<file path="config.mk">
export PLATFORM = sky130hd
export DESIGN_NAME = prio_mask_unit
export DESIGN_NICKNAME = d
export VERILOG_FILES = /design/src/rtl/pmu_pkg.sv /design/src/rtl/pmu_sel_decode.sv /design/src/rtl/pmu_threshold_bank.sv /design/src/rtl/pmu_mask_bits.sv /design/src/rtl/pmu_prio_resolve.sv /design/src/rtl/prio_mask_unit.sv
export SDC_FILE = /design/constraint.sdc
export NUM_CORES = 1
export LEC_CHECK = 0
export CAP_MARGIN = 20
export CORE_MARGIN = 3
export CORE_UTILIZATION = 47
export CTS_BUF_LIST = sky130_fd_sc_hd__clkbuf_4 sky130_fd_sc_hd__clkbuf_8
export DETAILED_ROUTE_END_ITERATION = 8
export PLACE_DENSITY_LB_ADDON = 0.05
export SYNTH_ARGS = -nofsm -noshare
export SYNTH_HDL_FRONTEND = slang
export SYNTH_SLANG_ARGS = --single-unit
</file>
<file path="constraint.sdc">
create_clock -name clk -period 5.3 [get_ports clk]
set_input_delay 1.06 -clock clk [delete_from_list [all_inputs] [get_ports clk]]
set_output_delay 1.06 -clock clk [all_outputs]
set_load 0.01 [all_outputs]
</file>
<file path="src/rtl/pmu_pkg.sv">
package pmu_pkg;

  localparam int unsigned SEL_GEN_MASK     = 16;
  localparam int unsigned SEL_THRESH       = 17;
  localparam int unsigned SEL_THRESH_RAISE = 18;
  localparam int unsigned SEL_FAULT_MASK   = 19;

  typedef enum logic [2:0] {
    ACC_NONE,
    ACC_GEN,
    ACC_THR,
    ACC_RAISE,
    ACC_FAULT
  } acc_kind_e;

endpackage

</file>
<file path="src/rtl/pmu_sel_decode.sv">
module pmu_sel_decode
  import pmu_pkg::*;
#(
  parameter int SEL_W = 5
) (
  input  logic [SEL_W-1:0] sel,
  output acc_kind_e        kind
);

  always_comb begin
    if (sel == SEL_W'(SEL_GEN_MASK))          kind = ACC_GEN;
    else if (sel == SEL_W'(SEL_THRESH))       kind = ACC_THR;
    else if (sel == SEL_W'(SEL_THRESH_RAISE)) kind = ACC_RAISE;
    else if (sel == SEL_W'(SEL_FAULT_MASK))   kind = ACC_FAULT;
    else                                      kind = ACC_NONE;
  end

endmodule

</file>
<file path="src/rtl/pmu_threshold_bank.sv">
module pmu_threshold_bank #(
  parameter int PRIO_W    = 8,
  parameter int NUM_BANKS = 2,
  parameter int DATA_W    = 32,
  localparam int IDX_W    = (NUM_BANKS > 1) ? $clog2(NUM_BANKS) : 1
) (
  input  logic              clk,
  input  logic              rst,
  input  logic [IDX_W-1:0]  bank_idx,
  input  logic              wr_plain,
  input  logic              wr_raise,
  input  logic [DATA_W-1:0] wr_data,
  output logic [PRIO_W-1:0] cur_thr
);

  logic [PRIO_W-1:0] thr_q [NUM_BANKS];
  logic [PRIO_W-1:0] new_val;
  logic              raise_ok;
  logic              do_wr;

  assign cur_thr  = thr_q[bank_idx];
  assign new_val  = wr_data[PRIO_W-1:0];
  assign raise_ok = (new_val != '0) && ((new_val < cur_thr) || (cur_thr == '0));
  assign do_wr    = wr_plain || (wr_raise && raise_ok);

  for (genvar k = 0; k < NUM_BANKS; k++) begin : g_copy
    always_ff @(posedge clk) begin
      if (rst) begin
        thr_q[k] <= '0;
      end else if (do_wr && (bank_idx == IDX_W'(k))) begin
        thr_q[k] <= new_val;
      end
    end


    other_bank_stable_chk: assert property (@(posedge clk) disable iff (rst)
      ((wr_plain || wr_raise) && (bank_idx != IDX_W'(k))) |=> $stable(thr_q[k]));


    raise_never_loosens_chk: assert property (@(posedge clk) disable iff (rst)
      (wr_raise && !wr_plain && (bank_idx == IDX_W'(k)) && (thr_q[k] != '0))
        |=> (thr_q[k] <= $past(thr_q[k])));
  end

endmodule

</file>
<file path="src/rtl/pmu_mask_bits.sv">
module pmu_mask_bits (
  input  logic clk,
  input  logic rst,
  input  logic wr_gen,
  input  logic wr_fault,
  input  logic wr_bit,
  output logic gen_mask,
  output logic fault_mask
);

  always_ff @(posedge clk) begin
    if (rst) begin
      gen_mask   <= 1'b0;
      fault_mask <= 1'b0;
    end else begin
      if (wr_gen)   gen_mask   <= wr_bit;
      if (wr_fault) fault_mask <= wr_bit;
    end
  end


  gen_hold_chk: assert property (@(posedge clk) disable iff (rst)
    !wr_gen |=> $stable(gen_mask));


  fault_hold_chk: assert property (@(posedge clk) disable iff (rst)
    !wr_fault |=> $stable(fault_mask));

endmodule

</file>
<file path="src/rtl/pmu_prio_resolve.sv">
module pmu_prio_resolve #(
  parameter int PRIO_W  = 8,
  localparam int EXEC_W = PRIO_W + 2
) (
  input  logic                     clk,
  input  logic                     rst,
  input  logic                     fault_mask,
  input  logic                     gen_mask,
  input  logic [PRIO_W-1:0]        cur_thr,
  input  logic [PRIO_W-1:0]        grp_mask,
  input  logic signed [EXEC_W-1:0] act_prio,
  output logic signed [EXEC_W-1:0] exec_prio
);

  localparam logic signed [EXEC_W-1:0] NOEXC = EXEC_W'(1 << PRIO_W);

  logic signed [EXEC_W-1:0] mask_prio;
  logic signed [EXEC_W-1:0] exec_d;

  always_comb begin
    if (fault_mask)          mask_prio = '1;
    else if (gen_mask)       mask_prio = '0;
    else if (cur_thr != '0)  mask_prio = {2'b00, cur_thr & grp_mask};
    else                     mask_prio = NOEXC;
  end

  assign exec_d = (act_prio < mask_prio) ? act_prio : mask_prio;

  always_ff @(posedge clk) begin
    if (rst) exec_prio <= NOEXC;
    else     exec_prio <= exec_d;
  end


  fault_neg_chk: assert property (@(posedge clk) disable iff (rst)
    fault_mask |=> exec_prio[EXEC_W-1]);


  gen_zero_chk: assert property (@(posedge clk) disable iff (rst)
    (!fault_mask && gen_mask) |=> (exec_prio <= 0));


  exec_le_act_chk: assert property (@(posedge clk) disable iff (rst)
    !rst |=> (exec_prio <= $past(act_prio)));

endmodule

</file>
<file path="src/rtl/prio_mask_unit.sv">
module prio_mask_unit
  import pmu_pkg::*;
#(
  parameter int  DATA_W    = 32,
  parameter int  PRIO_W    = 8,
  parameter int  SEL_W     = 5,
  parameter int  NUM_BANKS = 2,
  parameter bit  SEC_EXT   = 1'b1,
  localparam int EXEC_W    = PRIO_W + 2,
  localparam int IDX_W     = (NUM_BANKS > 1) ? $clog2(NUM_BANKS) : 1
) (
  input  logic                     clk,
  input  logic                     rst,
  input  logic [SEL_W-1:0]         sel,
  input  logic                     wr_en,
  input  logic [DATA_W-1:0]        wr_data,
  input  logic                     sec_state,
  input  logic [PRIO_W-1:0]        grp_mask,
  input  logic signed [EXEC_W-1:0] act_prio,
  output logic [DATA_W-1:0]        rd_data,
  output logic signed [EXEC_W-1:0] exec_prio
);

  acc_kind_e         kind;
  logic [IDX_W-1:0]  bank_idx;
  logic [PRIO_W-1:0] cur_thr;
  logic              gen_mask;
  logic              fault_mask;
  logic [DATA_W-1:0] rd_d;

  if (SEC_EXT) begin : g_sec
    assign bank_idx = IDX_W'(sec_state);
  end else begin : g_nosec
    assign bank_idx = '0;
  end

  pmu_sel_decode #(.SEL_W(SEL_W)) u_dec (
    .sel  (sel),
    .kind (kind)
  );

  pmu_threshold_bank #(
    .PRIO_W    (PRIO_W),
    .NUM_BANKS (NUM_BANKS),
    .DATA_W    (DATA_W)
  ) u_bank (
    .clk      (clk),
    .rst      (rst),
    .bank_idx (bank_idx),
    .wr_plain (wr_en && (kind == ACC_THR)),
    .wr_raise (wr_en && (kind == ACC_RAISE)),
    .wr_data  (wr_data),
    .cur_thr  (cur_thr)
  );

  pmu_mask_bits u_masks (
    .clk        (clk),
    .rst        (rst),
    .wr_gen     (wr_en && (kind == ACC_GEN)),
    .wr_fault   (wr_en && (kind == ACC_FAULT)),
    .wr_bit     (wr_data[0]),
    .gen_mask   (gen_mask),
    .fault_mask (fault_mask)
  );

  pmu_prio_resolve #(.PRIO_W(PRIO_W)) u_resolve (
    .clk        (clk),
    .rst        (rst),
    .fault_mask (fault_mask),
    .gen_mask   (gen_mask),
    .cur_thr    (cur_thr),
    .grp_mask   (grp_mask),
    .act_prio   (act_prio),
    .exec_prio  (exec_prio)
  );

  always_comb begin
    unique case (kind)
      ACC_GEN:           rd_d = DATA_W'(gen_mask);
      ACC_FAULT:         rd_d = DATA_W'(fault_mask);
      ACC_THR, ACC_RAISE: rd_d = DATA_W'(cur_thr);
      default:           rd_d = '0;
    endcase
  end

  always_ff @(posedge clk) begin
    if (rst) rd_data <= '0;
    else     rd_data <= rd_d;
  end


  unsupported_reads_zero_chk: assert property (@(posedge clk) disable iff (rst)
    (kind == ACC_NONE) |=> (rd_data == '0));


  read_shows_old_chk: assert property (@(posedge clk) disable iff (rst)
    (kind == ACC_THR || kind == ACC_RAISE) |=> (rd_data == DATA_W'($past(cur_thr))));

endmodule

</file>
Yosys cells after proc, flatten, opt, wreduce, memory -nomap -nowiden
Memory sizes are Yosys's and may differ from the RTL's.
Cells that the tools add are included.

word-level totals
  word-level logic and storage cells = 52
  latch bits = 0
  RAM bits = 16
  memories = 1
  flip-flop bits (word level) = 44
  input bits = 59
  output and inout port bits = 42
  memory bits (read-only) = 0

operators by class
  $add $sub $neg = 0
  shifts and indexed selects = 0
  eq/ne operators = 8
  bitwise logic cells = 4
  reduce and logical (&&, ||, !) cells = 14
  div/mod/pow operators = 0
  order comparisons = 2
  multipliers = 0
  multiplexer cells = 19

memory list
  memory        words  width  read ports  clocked after Yosys merged registers in  wr ports  line                      RTL
  u_bank.thr_q  2      8      1           0                                        2         pmu_threshold_bank.sv:16  logic [PRIO_W-1:0] thr_q [NUM_BANKS];

operators by type and width
  kind                                                                    number
  10-bit two-way mux                                                      3
  8-bit case mux with 3 select lines                                      1
  5-bit equality test (second input constant)                             4
  8-bit two-way mux                                                       2
  8-bit nonzero test                                                      2
  3-bit two-way mux                                                       4
  10-bit less-than comparator                                             1
  9-bit two-way mux                                                       1
  8-bit bitwise AND                                                       1
  1-bit logical AND                                                       8
  8-bit zero test                                                         1
  8-bit less-than comparator                                              1
  1-bit two-way mux                                                       8
  3-bit by 2-bit equality test with 1-bit output (second input constant)  2
  3-bit by 1-bit equality test with 1-bit output (second input constant)  1
  3-bit equality test (second input constant)                             1
  1-bit logical OR                                                        2
  1-bit OR                                                                2
  2-bit OR reduction                                                      1
  1-bit NOT                                                               1

Logic depth before layout (Yosys ltp)
  word-level depth = 14
  gate-level depth with buffers = 11
  gate-level depth less buffers = 10

By module
A second synthesis with hierarchy kept.

second synthesis, totals
  cells, all modules = 236
  area, all modules = 2402.3 µm²

modules (own cells, without submodules)
  module              instances  seq. area each (µm²)  cells each  area an instance (µm²)
  pmu_threshold_bank  1          480.5                 97          1141.1
  pmu_prio_resolve    1          200.2                 77          679.4
  prio_mask_unit      1          160.2                 50          481.7
  pmu_mask_bits       1          40.0                  6           67.6
  pmu_sel_decode      1          0.0                   6           32.5

Worst setup path after synthesis
OpenSTA, ideal clock, no wires.

  kind = input-to-reg
  start = in sec_state
  end = mem u_bank.thr_q[0][0], enable pin
  setup slack = 1504 ps
  path buffers = 2
  required time = 4913 ps
  data arrival time = 3409 ps
  stages = 9
  library setup time = 387 ps
  cells stage by stage = buf_2 -> mux2i_1 -> ha_1 -> a21o_1 -> a21o_1 -> a21oi_1 -> a211oi_4 -> buf_6 -> o31ai_1

RTL lines
  what         line                      RTL
  from (decl)  prio_mask_unit.sv:17      input logic sec_state,
  to (decl)    pmu_threshold_bank.sv:16

==> impl_metrics.toml <==
[setup_path]
critPathCaptureType = "register"
startpoint_type = "primary input"
path_max_fanout = 17
rr_startpoint = "u_bank.thr_q[0][4]"
rrSetupSlack_ns = 2.25
crit_required_ns = 5.29
r2r_cells = 10
r2r-end = "u_resolve.exec_prio[4]"
arrival_ns = 4.16
critical_path_class = "in -> reg"

[clocking]
cts_tree = "done"
cts_buffers = 5
worstSkewPairLatency_ns = 0.28
cts_buffer_depth = 2
cts_resized = 0
postCtsHoldBufs = 0
htreeDepth = 2
clock_sinks = 36
cts-root-buf = "clkbuf_8"
path_clk_slew_ns = 0.07
post-cts-setup-buffer-count = 0

[die]
dieArea_mm2 = 0.00579
core_area_mm2 = 0.00453
ioPinCount = 101
die_h_um = 76.1
fp.dieW_um = 76.1
num_rows = 24
start_util_pct = 50.9

[job]
maxCapViolations = 0

[power_and_ir_drop]
p_leak_nw = 1.08
power-per-cell-area_mw_per_mm2 = 223
power.total_mw = 0.641
peakVddDrop_mv = 0.0974

[timing]
slew_headroom_pct = 39.3
rsz0062_at_grt = "no"
skew_ns = 0.00412
timing.setup.tns_ns = 0
finalMaxSlewViolations = 0
finalSetupViolations = 0
final-hold-violation-count = 0
worst_pin_slew_ns = 0.910
finalCritPeriodShare_pct = 78.6
fmax_mhz = 240
period_needed_ns = 4.17

[layout]
drive_gt1_share_pct = 11.1
n_antenna_cell = 0
area.growth.synth_to_final_pct = 24.8
layout_common_cells = "clkdlybuf4s50_1 (52), conb_1 (24), dfxtp_1 (20)"
nets = 361
layout_commonest_cell = "clkdlybuf4s50_1"

[route]
drtIter0Drc = 118
drt-total-wl_mm = 5.35
vias = 1885
routedWlPerCell_um = 15.2
post-route-drc-count = 0
detail-route-antenna-nets = 0
vias_per_cell = 5.36
first_pass_iters = 4

[synth]
synth_cells = 233
yosysSeqAreaShare_pct = 38.1
ys_types = 39
synth-seq-cells = 36
yosysWarnings = 0
syn_area_mm2 = 0.00231
syn_avg_cell_area_um2 = 9.91

[run_status]
status = "finished clean"

[placed_design]
routabilityCongestion = 0.805
dp_hpwl_mm = 4.06
portBuffers = 52

[global_route]
gr-usage-all-layers_pct = 18.7
grt_pass1_vias = 1790
grt_pass1_wl_mm = 8.77
grt_max_degree = 19
antenna_found_initial = 0
gr-total-overflow = 0

[hold_path]
holdPathEnd = "rd_data[1]"
hp-class = "reg -> reg"
whs_path_depth = 2
hp-start = "u_bank.thr_q[0][1]"
worst max path at each step:
stage,from,cells after the start,to,slack [ns]
final,sec_state,10,u_bank.thr_q[1][5],1.13
after global routing,sec_state,10,u_bank.thr_q[1][5],0.94
after CTS,sec_state,10,u_bank.thr_q[1][5],1.09
after detailed placement,sec_state,10,u_bank.thr_q[1][5],0.80
after global placement,sec_state,9,u_bank.thr_q[0][5],0.62
after floorplan,sec_state,9,u_bank.thr_q[0][0],1.50
through the flow:
step	setup slack, ns	hold WS [ns]	area (um2)	std cells	util [%]
after floorplan	1.50	0.540	2400	256	-
after global placement	0.623	0.590	2790	342	61.5
after detailed placement	0.804	0.596	2800	344	61.7
after CTS	1.09	0.608	2880	352	63.5
after global routing	0.937	0.673	2880	352	63.5
final	1.13	0.605	2880	352	63.5
kinds of logic after synthesis:
group	share of synthesized area, %
buffers and inverters	10.8
muxes	4.39
and+or+nand+nor	22.5
DFF	38.1
adders and majority gates	8.67
AOI/OAI and AO/OA	15.4
other	0.162
cell usage after synthesis (all sizes together):
cell	n	area share, %
conb	1	0.16
and4	1	0.38
nand2b	3	0.81
a31oi	2	0.54
nor2b	3	0.81
o21a	1	0.33
nor2	19	3.1
mux2i	9	3.9
o31ai	3	0.98
nor3	10	2.2
clkbuf	4	0.65
nand3	5	1.1
nor4	22	7.9
a211oi	10	5.5
o211a	1	0.43
nand4	2	0.54
nor3b	8	2.6
edfxtp	16	21
buf	29	9.2
and2	2	0.54
a2111oi	1	1.2
dfxtp	20	17
nand2	14	2.6
inv	6	0.98
ha	16	8.7
a21oi	12	2.6
o2bb2ai	1	0.38
a2bb2oi	1	0.65
a21o	4	1.3
mux2	1	0.49
o21ai	6	1.5
routing by layer:
| metal | up-vias | part of all wire (%) | track usage [%] |
|---|---|---|---|
| li1 | 926 | - | - |
| met1 | 861 | 48 | 25.7 |
| met2 | 88 | 43 | 28.8 |
| met3 | 10 | 7.3 | 4.49 |
| met4 | 0 | 1.7 | 5.98 |
| met5 | - | 0 | 0 |
registers in the layout (all words and copies together), names as in the netlist:
signal and flops:
u_resolve.exec_prio 10, u_masks.fault_mask 1, u_bank.thr_q 16, u_masks.gen_mask 1, rd_data 8
layout make-up:
type / instances / area [um2]
Multi-Input combinational cell: 181 / 1270
Timing Repair Buffer: 56 / 548
Clock inverter: 3 / 13.8
Sequential cell: 36 / 881
Tap cell: 65 / 81.3
Clock buffer: 5 / 68.8
Inverter: 6 / 22.5
Fill cell: 376 / 1650
report_power, final:
group | switching, mW | internal [mW] | leakage (nW)
Sequential | 0.00441 | 0.301 | 0.329
Combinational | 0.0815 | 0.0685 | 0.704
Clock | 0.0971 | 0.0892 | 0.0453
worst max-delay path: stages:
cell and delay [ns]:
clkdlybuf4s50_1 0.63, buf_4 0.31, mux2i_1 0.34, ha_1 0.29, o211a_1 0.20, o31ai_1 0.07, a21o_1 0.18, a211oi_4 0.13
o31ai_1 0.65, buf_2 0.29
Power figures use the tool's default switching activity.
